### config.mk
export PLATFORM = sky130hd
export DESIGN_NAME = alu_bitslice_top
export DESIGN_NICKNAME = d
export VERILOG_FILES = /design/src/rtl/alu_bs_pkg.sv /design/src/rtl/alu_opnd_inv.sv /design/src/rtl/alu_full_add.sv /design/src/rtl/alu_sel4.sv /design/src/rtl/alu_slice.sv /design/src/rtl/alu_cc_gen.sv /design/src/rtl/alu_bitslice_top.sv
export SDC_FILE = /design/constraint.sdc
export NUM_CORES = 1
export LEC_CHECK = 0
export BUFFER_PORTS_ARGS = -buffer_cell sky130_fd_sc_hd__buf_2
export CORE_MARGIN = 1
export CORE_UTILIZATION = 25
export DETAILED_ROUTE_END_ITERATION = 8
export SKIP_LAST_GASP = 1
export SLEW_MARGIN = 5
export SYNTH_ARGS = -nofsm -noshare
export SYNTH_HDL_FRONTEND = slang
export SYNTH_SLANG_ARGS = --single-unit
### constraint.sdc
create_clock -name vclk -period 4.6
set_input_delay 0.92 -clock vclk [all_inputs]
set_output_delay 0.92 -clock vclk [all_outputs]
set_load 0.02 [all_outputs]
### src/rtl/alu_bs_pkg.sv
package alu_bs_pkg;

   // Positions of the control bits inside the function code
   localparam int unsigned FN_INV_A_BIT = 3;
   localparam int unsigned FN_INV_B_BIT = 2;

   // Output selector encoding (function bits 1:0)
   typedef enum logic [1:0] {
      SEL_AND = 2'b00,
      SEL_OR  = 2'b01,
      SEL_SUM = 2'b10,
      SEL_CMP = 2'b11
   } sel_e;

   // Condition code layout, most significant field first
   typedef struct packed {
      logic c;
      logic v;
      logic n;
      logic z;
   } cc_t;

   // Inverter implementation variants
   localparam int unsigned INV_XOR = 0;
   localparam int unsigned INV_MUX = 1;

endpackage

### src/rtl/alu_opnd_inv.sv
module alu_opnd_inv #(
   parameter int unsigned STYLE = 0
) (
   input  logic d_in,
   input  logic invert,
   output logic d_out
);
   import alu_bs_pkg::*;

   generate
      if (STYLE == INV_XOR) begin : g_xor
         assign d_out = d_in ^ invert;
      end else begin : g_mux
         always_comb begin
            if (invert) d_out = ~d_in;
            else        d_out = d_in;
         end
      end
   endgenerate
endmodule

### src/rtl/alu_full_add.sv
module alu_full_add (
   input  logic x,
   input  logic y,
   input  logic ci,
   output logic s,
   output logic co
);
   logic half;

   assign half = x ^ y;
   assign s    = half ^ ci;
   assign co   = (x & y) | (half & ci);
endmodule

### src/rtl/alu_sel4.sv
module alu_sel4 (
   input  logic [1:0] sel,
   input  logic       in0,
   input  logic       in1,
   input  logic       in2,
   input  logic       in3,
   output logic       y
);
   always_comb begin
      unique case (sel)
         2'b00:   y = in0;
         2'b01:   y = in1;
         2'b10:   y = in2;
         default: y = in3;
      endcase
   end
endmodule

### src/rtl/alu_slice.sv
module alu_slice #(
   parameter int unsigned INV_STYLE = 0
) (
   input  logic       a_in,
   input  logic       b_in,
   input  logic [3:0] fn,
   input  logic       c_in,
   input  logic       cmp_in,
   output logic       res,
   output logic       c_out,
   output logic       sum_out
);
   import alu_bs_pkg::*;

   logic a_eff;
   logic b_eff;
   logic sum;
   logic and_v;
   logic or_v;

   alu_opnd_inv #(.STYLE(INV_STYLE)) u_inv_a (
      .d_in(a_in), .invert(fn[FN_INV_A_BIT]), .d_out(a_eff)
   );

   alu_opnd_inv #(.STYLE(INV_STYLE)) u_inv_b (
      .d_in(b_in), .invert(fn[FN_INV_B_BIT]), .d_out(b_eff)
   );

   alu_full_add u_fa (
      .x(a_eff), .y(b_eff), .ci(c_in), .s(sum), .co(c_out)
   );

   assign and_v   = a_eff & b_eff;
   assign or_v    = a_eff | b_eff;
   assign sum_out = sum;

   alu_sel4 u_sel (
      .sel(fn[1:0]), .in0(and_v), .in1(or_v), .in2(sum), .in3(cmp_in), .y(res)
   );

   always_comb begin

      if (fn[1:0] == SEL_SUM)
         sum_route_chk: assert (res == (a_eff ^ b_eff ^ c_in));

      if (fn[1:0] == SEL_AND)
         and_inv_chk: assert (res == ((fn[FN_INV_A_BIT] ? ~a_in : a_in) & b_eff));

      if (a_eff && b_eff)
         carry_gen_chk: assert (c_out);

      if (!a_eff && !b_eff)
         carry_kill_chk: assert (!c_out);
   end
endmodule

### src/rtl/alu_cc_gen.sv
module alu_cc_gen #(
   parameter int unsigned WIDTH = 4
) (
   input  logic [WIDTH-1:0] res,
   input  logic             msb_cin,
   input  logic             msb_cout,
   output logic [3:0]       cc
);
   import alu_bs_pkg::*;

   cc_t flags;

   always_comb begin
      flags.c = msb_cout;
      flags.v = msb_cin ^ msb_cout;
      flags.n = res[WIDTH-1];
      flags.z = (res == '0);
   end

   assign cc = flags;
endmodule

### src/rtl/alu_bitslice_top.sv
module alu_bitslice_top #(
   parameter int unsigned WIDTH     = 4,
   parameter int unsigned INV_STYLE = 0
) (
   input  logic [WIDTH-1:0] opa,
   input  logic [WIDTH-1:0] opb,
   input  logic [3:0]       fn,
   output logic [WIDTH-1:0] result,
   output logic [3:0]       cvnz
);
   import alu_bs_pkg::*;

   localparam int unsigned MSB = WIDTH - 1;


   generate
      if (WIDTH < 2 || WIDTH > 32) begin : g_bad_width
         $error("alu_bitslice_top: WIDTH must lie in 2..32");
      end
      if (INV_STYLE != INV_XOR && INV_STYLE != INV_MUX) begin : g_bad_style
         $error("alu_bitslice_top: INV_STYLE must be 0 or 1");
      end
   endgenerate

   logic msb_sum;
   logic msb_cin;
   logic msb_cout;

   generate
      for (genvar i = 0; i < WIDTH; i++) begin : g_bit
         logic ci;
         logic co;
         logic so;
         logic cmp;

         if (i == 0) begin : g_lsb
            assign ci  = fn[FN_INV_B_BIT];
            assign cmp = msb_sum;
         end else begin : g_upper
            assign ci  = g_bit[i-1].co;
            assign cmp = 1'b0;
         end

         alu_slice #(.INV_STYLE(INV_STYLE)) u_slice (
            .a_in(opa[i]), .b_in(opb[i]), .fn(fn), .c_in(ci),
            .cmp_in(cmp), .res(result[i]), .c_out(co), .sum_out(so)
         );

         if (i == MSB) begin : g_top
            assign msb_sum  = so;
            assign msb_cin  = ci;
            assign msb_cout = co;
         end

         always_comb begin

            if (fn[1:0] == SEL_SUM)
               slice_sum_chk: assert (so == result[i]);
         end
      end
   endgenerate

   alu_cc_gen #(.WIDTH(WIDTH)) u_cc (
      .res(result), .msb_cin(msb_cin), .msb_cout(msb_cout), .cc(cvnz)
   );

   always_comb begin

      if (fn[1:0] == SEL_CMP)
         cmp_upper_zero_chk: assert (result[MSB:1] == '0);

      if (fn[1:0] == SEL_SUM)
         ovf_sign_chk: assert (cvnz[2] ==
            (((opa[MSB] ^ fn[FN_INV_A_BIT]) == (opb[MSB] ^ fn[FN_INV_B_BIT])) &&
             (result[MSB] != (opa[MSB] ^ fn[FN_INV_A_BIT]))));

      zero_flag_chk: assert (cvnz[0] == (result == '0));
   end
endmodule

==> key figures <==
Outcome
  – Outcome: completed

Global route
  – Initial antenna violation count: 0
  – Number of global-route vias before repair: 337
  – Grt total ovfl: 0
  – Pin count of the biggest net entering global routing: 11
  – GRT Util Overall: just under 9%
  – Global-route wire length before repair: between 1 and 1.5 mm

Routing
  – Met3 WL post-DR: about 71 µm
  – Routed Antenna Nets: 0
  – DR iter-0 viols: 2
  – Final wirelength: between 700 and 800 µm
  – DR top layer: met3
  – DRC violations left: 0
  – M1 wire length: 355 µm
  – Via/cell ratio: around 3.9
  – Pre-antenna DRT Iters: 2
  – WL met2: ~340 µm
  – Routed via count: about 350
  – DR WL/cell: between 8 and 9 µm

Timing
  – Slew headroom: around two thirds
  – Final min period: 4375 ps
  – RSZ-0062 raised after global routing: no
  – Max Slew Vio Count: 0
  – Final Hold Vio Count: 0
  – # setup viols final: 0
  – Final worst path period share: 95.11%
  – Setup TNS: 0 ps
  – Max Clk Rate: ~230 MHz
  – Worst-Margin Slew: 468.9 ps

Setup path
  – Most used cell, CP: fa_1
  – Crit path launch: fn[3]
  – Cell Chain, Critical Path: buf_2 -> xor2_1 -> mux2i_1 -> fa_1 -> inv_1 -> fa_1 -> fa_1 -> mux4_2 -> nor4_2 -> buf_2
  – Max stage delay on crit path: between 500 and 600 ps
  – Crit path DAT: about 3500 ps
  – CP Max Fanout: 4
  – Worst Path Required: between 3000 and 4000 ps
  – WS Path Type: in2out
  – CP startpoint kind: input pin
  – Crit end category: primary output
  – Crit-path slowest cell: mux4_2

Placement
  – GPL Wtd Cong: between 0.6 and 0.7
  – Count of buffers from port buffering: 20
  – DP Wirelength: between 600 and 700 µm

Die
  – DIE HEIGHT: about 45 µm
  – I/O pin total: 20
  – Core Rows: 15
  – Core area: around 1700 µm²
  – Full die area: around 2000 µm²
  – Die X: 45.21 µm
  – Initial core utilization: 26.74%

Worst hold path
  – Hold Path End: result[2]
  – Hold crit path type: in2out
  – Hold path depth: 3
  – Min-Delay Startpoint: fn[1]

CTS
  – Total setup buffers inserted after CTS: 0
  – Post-CTS sizing: 0
  – Hold Buf Count CTS: 0

Final layout
  – P&R area growth vs syn: 15.28%
  – Clkbuf count: 0
  – Inserted Diodes: 0
  – Share of cells above drive strength 1: 33.33%
  – Layout Nets: 91
  – Sequential cells: 0
  – FF+latch area: 0 µm²

Synthesis
  – Cell variety after synth: 17
  – Synthesized instance count: between 50 and 60
  – Post-synth top area cell: ha_1
  – Main area contributors after synthesis: ha_1, xor2_1, fa_1, buf_4, inv_1
  – Register area share after synthesis: 0%
  – Share of the synthesized area in the top cell type: 21.45%
  – Syn nets: just under 80
  – Synth warnings: 0
  – Mean Syn Cell Area: 8.643 µm²
  – Mapped cell area: between 400 and 500 µm²

Power and ir drop
  – Leakage: 0.2979 nW
  – Power density cells: 171.0 nW/µm²
  – Peak supply drop: 0.00008225 V
  – Overall Power: a little over 0.09 mW

Run
  – Maxcap violations: 0
[metal layers]
metal  vias to the layer above  track usage, %
met4                         0               0
met3                         0          0.8000
met5                         -               0
met2                        16           15.65
li1                        185               -
met1                       152           11.89
[area by class of cell]
class | instances | area (µm²)
fill | 192 | 1207
inverter | 10 | 37.54
multi-input combinational | 36 | 369.1
tap | 25 | 31.28
timing repair buffer | 20 | 100.1
[cell usage after synthesis]
cell / instances
buf_6: 1
buf_4: 6
nand3b_1: 2
nor2b_1: 2
clkbuf_1: 1
o21ai_0: 1
o31a_1: 1
mux2i_1: 1
and2_1: 2
xor2_1: 10
nor4_2: 1
fa_1: 3
o31ai_1: 2
mux4_2: 1
nor2_1: 2
ha_1: 8
inv_1: 10
[kinds of logic (layout without fill, tap and decap cells)]
kind of cell,after synthesis,in the layout,synth area share [%]
buffers and inverters,18,30,20.91
xor gates and xnor gates,10,10,18.77
and+or+nand+nor,9,9,12.87
adders and majority gates,11,11,34.32
muxes,2,2,6.970
AOI/OAI and AO/OA,4,4,6.165
[critical path: cells and delay by family]
family        cells  cell delay, ps
buf+inv           3             430
xor+xnor          1             250
mux               2             660
simple gates      1             150
fa+ha+maj         3            1060
[through the flow]
step / hold slack [ps] / util [%] / cells / area [µm²] / worst slack, ps
2_1_floorplan: 2068 / - / 54 / 466.7 / 411.7
3_3_place_gp: 2276 / 30.82 / 91 / 538.0 / 285.2
3_5_place_dp: 2276 / 30.82 / 91 / 538.0 / 207.1
4_1_cts: 2276 / 30.82 / 91 / 538.0 / 207.0
5_1_grt: 2306 / 30.82 / 91 / 538.0 / 41.50
6_report: 2272 / 30.82 / 91 / 538.0 / 224.9
[worst max path at each step]
| stage | to | slack, ps | cells after the start |
|---|---|---|---|
| 2_1_floorplan | cvnz[0] | 410 | 9 |
| 3_3_place_gp | cvnz[0] | 290 | 10 |
| 3_5_place_dp | cvnz[0] | 210 | 10 |
| 4_1_cts | cvnz[0] | 210 | 10 |
| 5_1_grt | cvnz[0] | 40 | 10 |
| 6_report | cvnz[0] | 220 | 10 |
[layout by cell type, fill, tap and decap left out]
cell,synthesis,final
xor2_1,10,10
nor2b_1,2,2
fa_1,3,3
inv_1,10,10
nor4_2,1,1
buf_2,0,20
mux4_2,1,1
o31a_1,1,1
nand3b_1,2,2
nor2_1,2,2
o31ai_1,2,2
mux2i_1,1,1
and2_1,2,2
ha_1,8,8
o21ai_0,1,1
[report_power, final]
| group | leakage (nW) | internal [mW] | switching (mW) |
|---|---|---|---|
| Sequential | 0 | 0 | 0 |
| Combinational | 0.298 | 0.0363 | 0.0556 |
| Clock | 0 | 0 | 0 |
No activity file was read; power rests on OpenSTA's default activity.
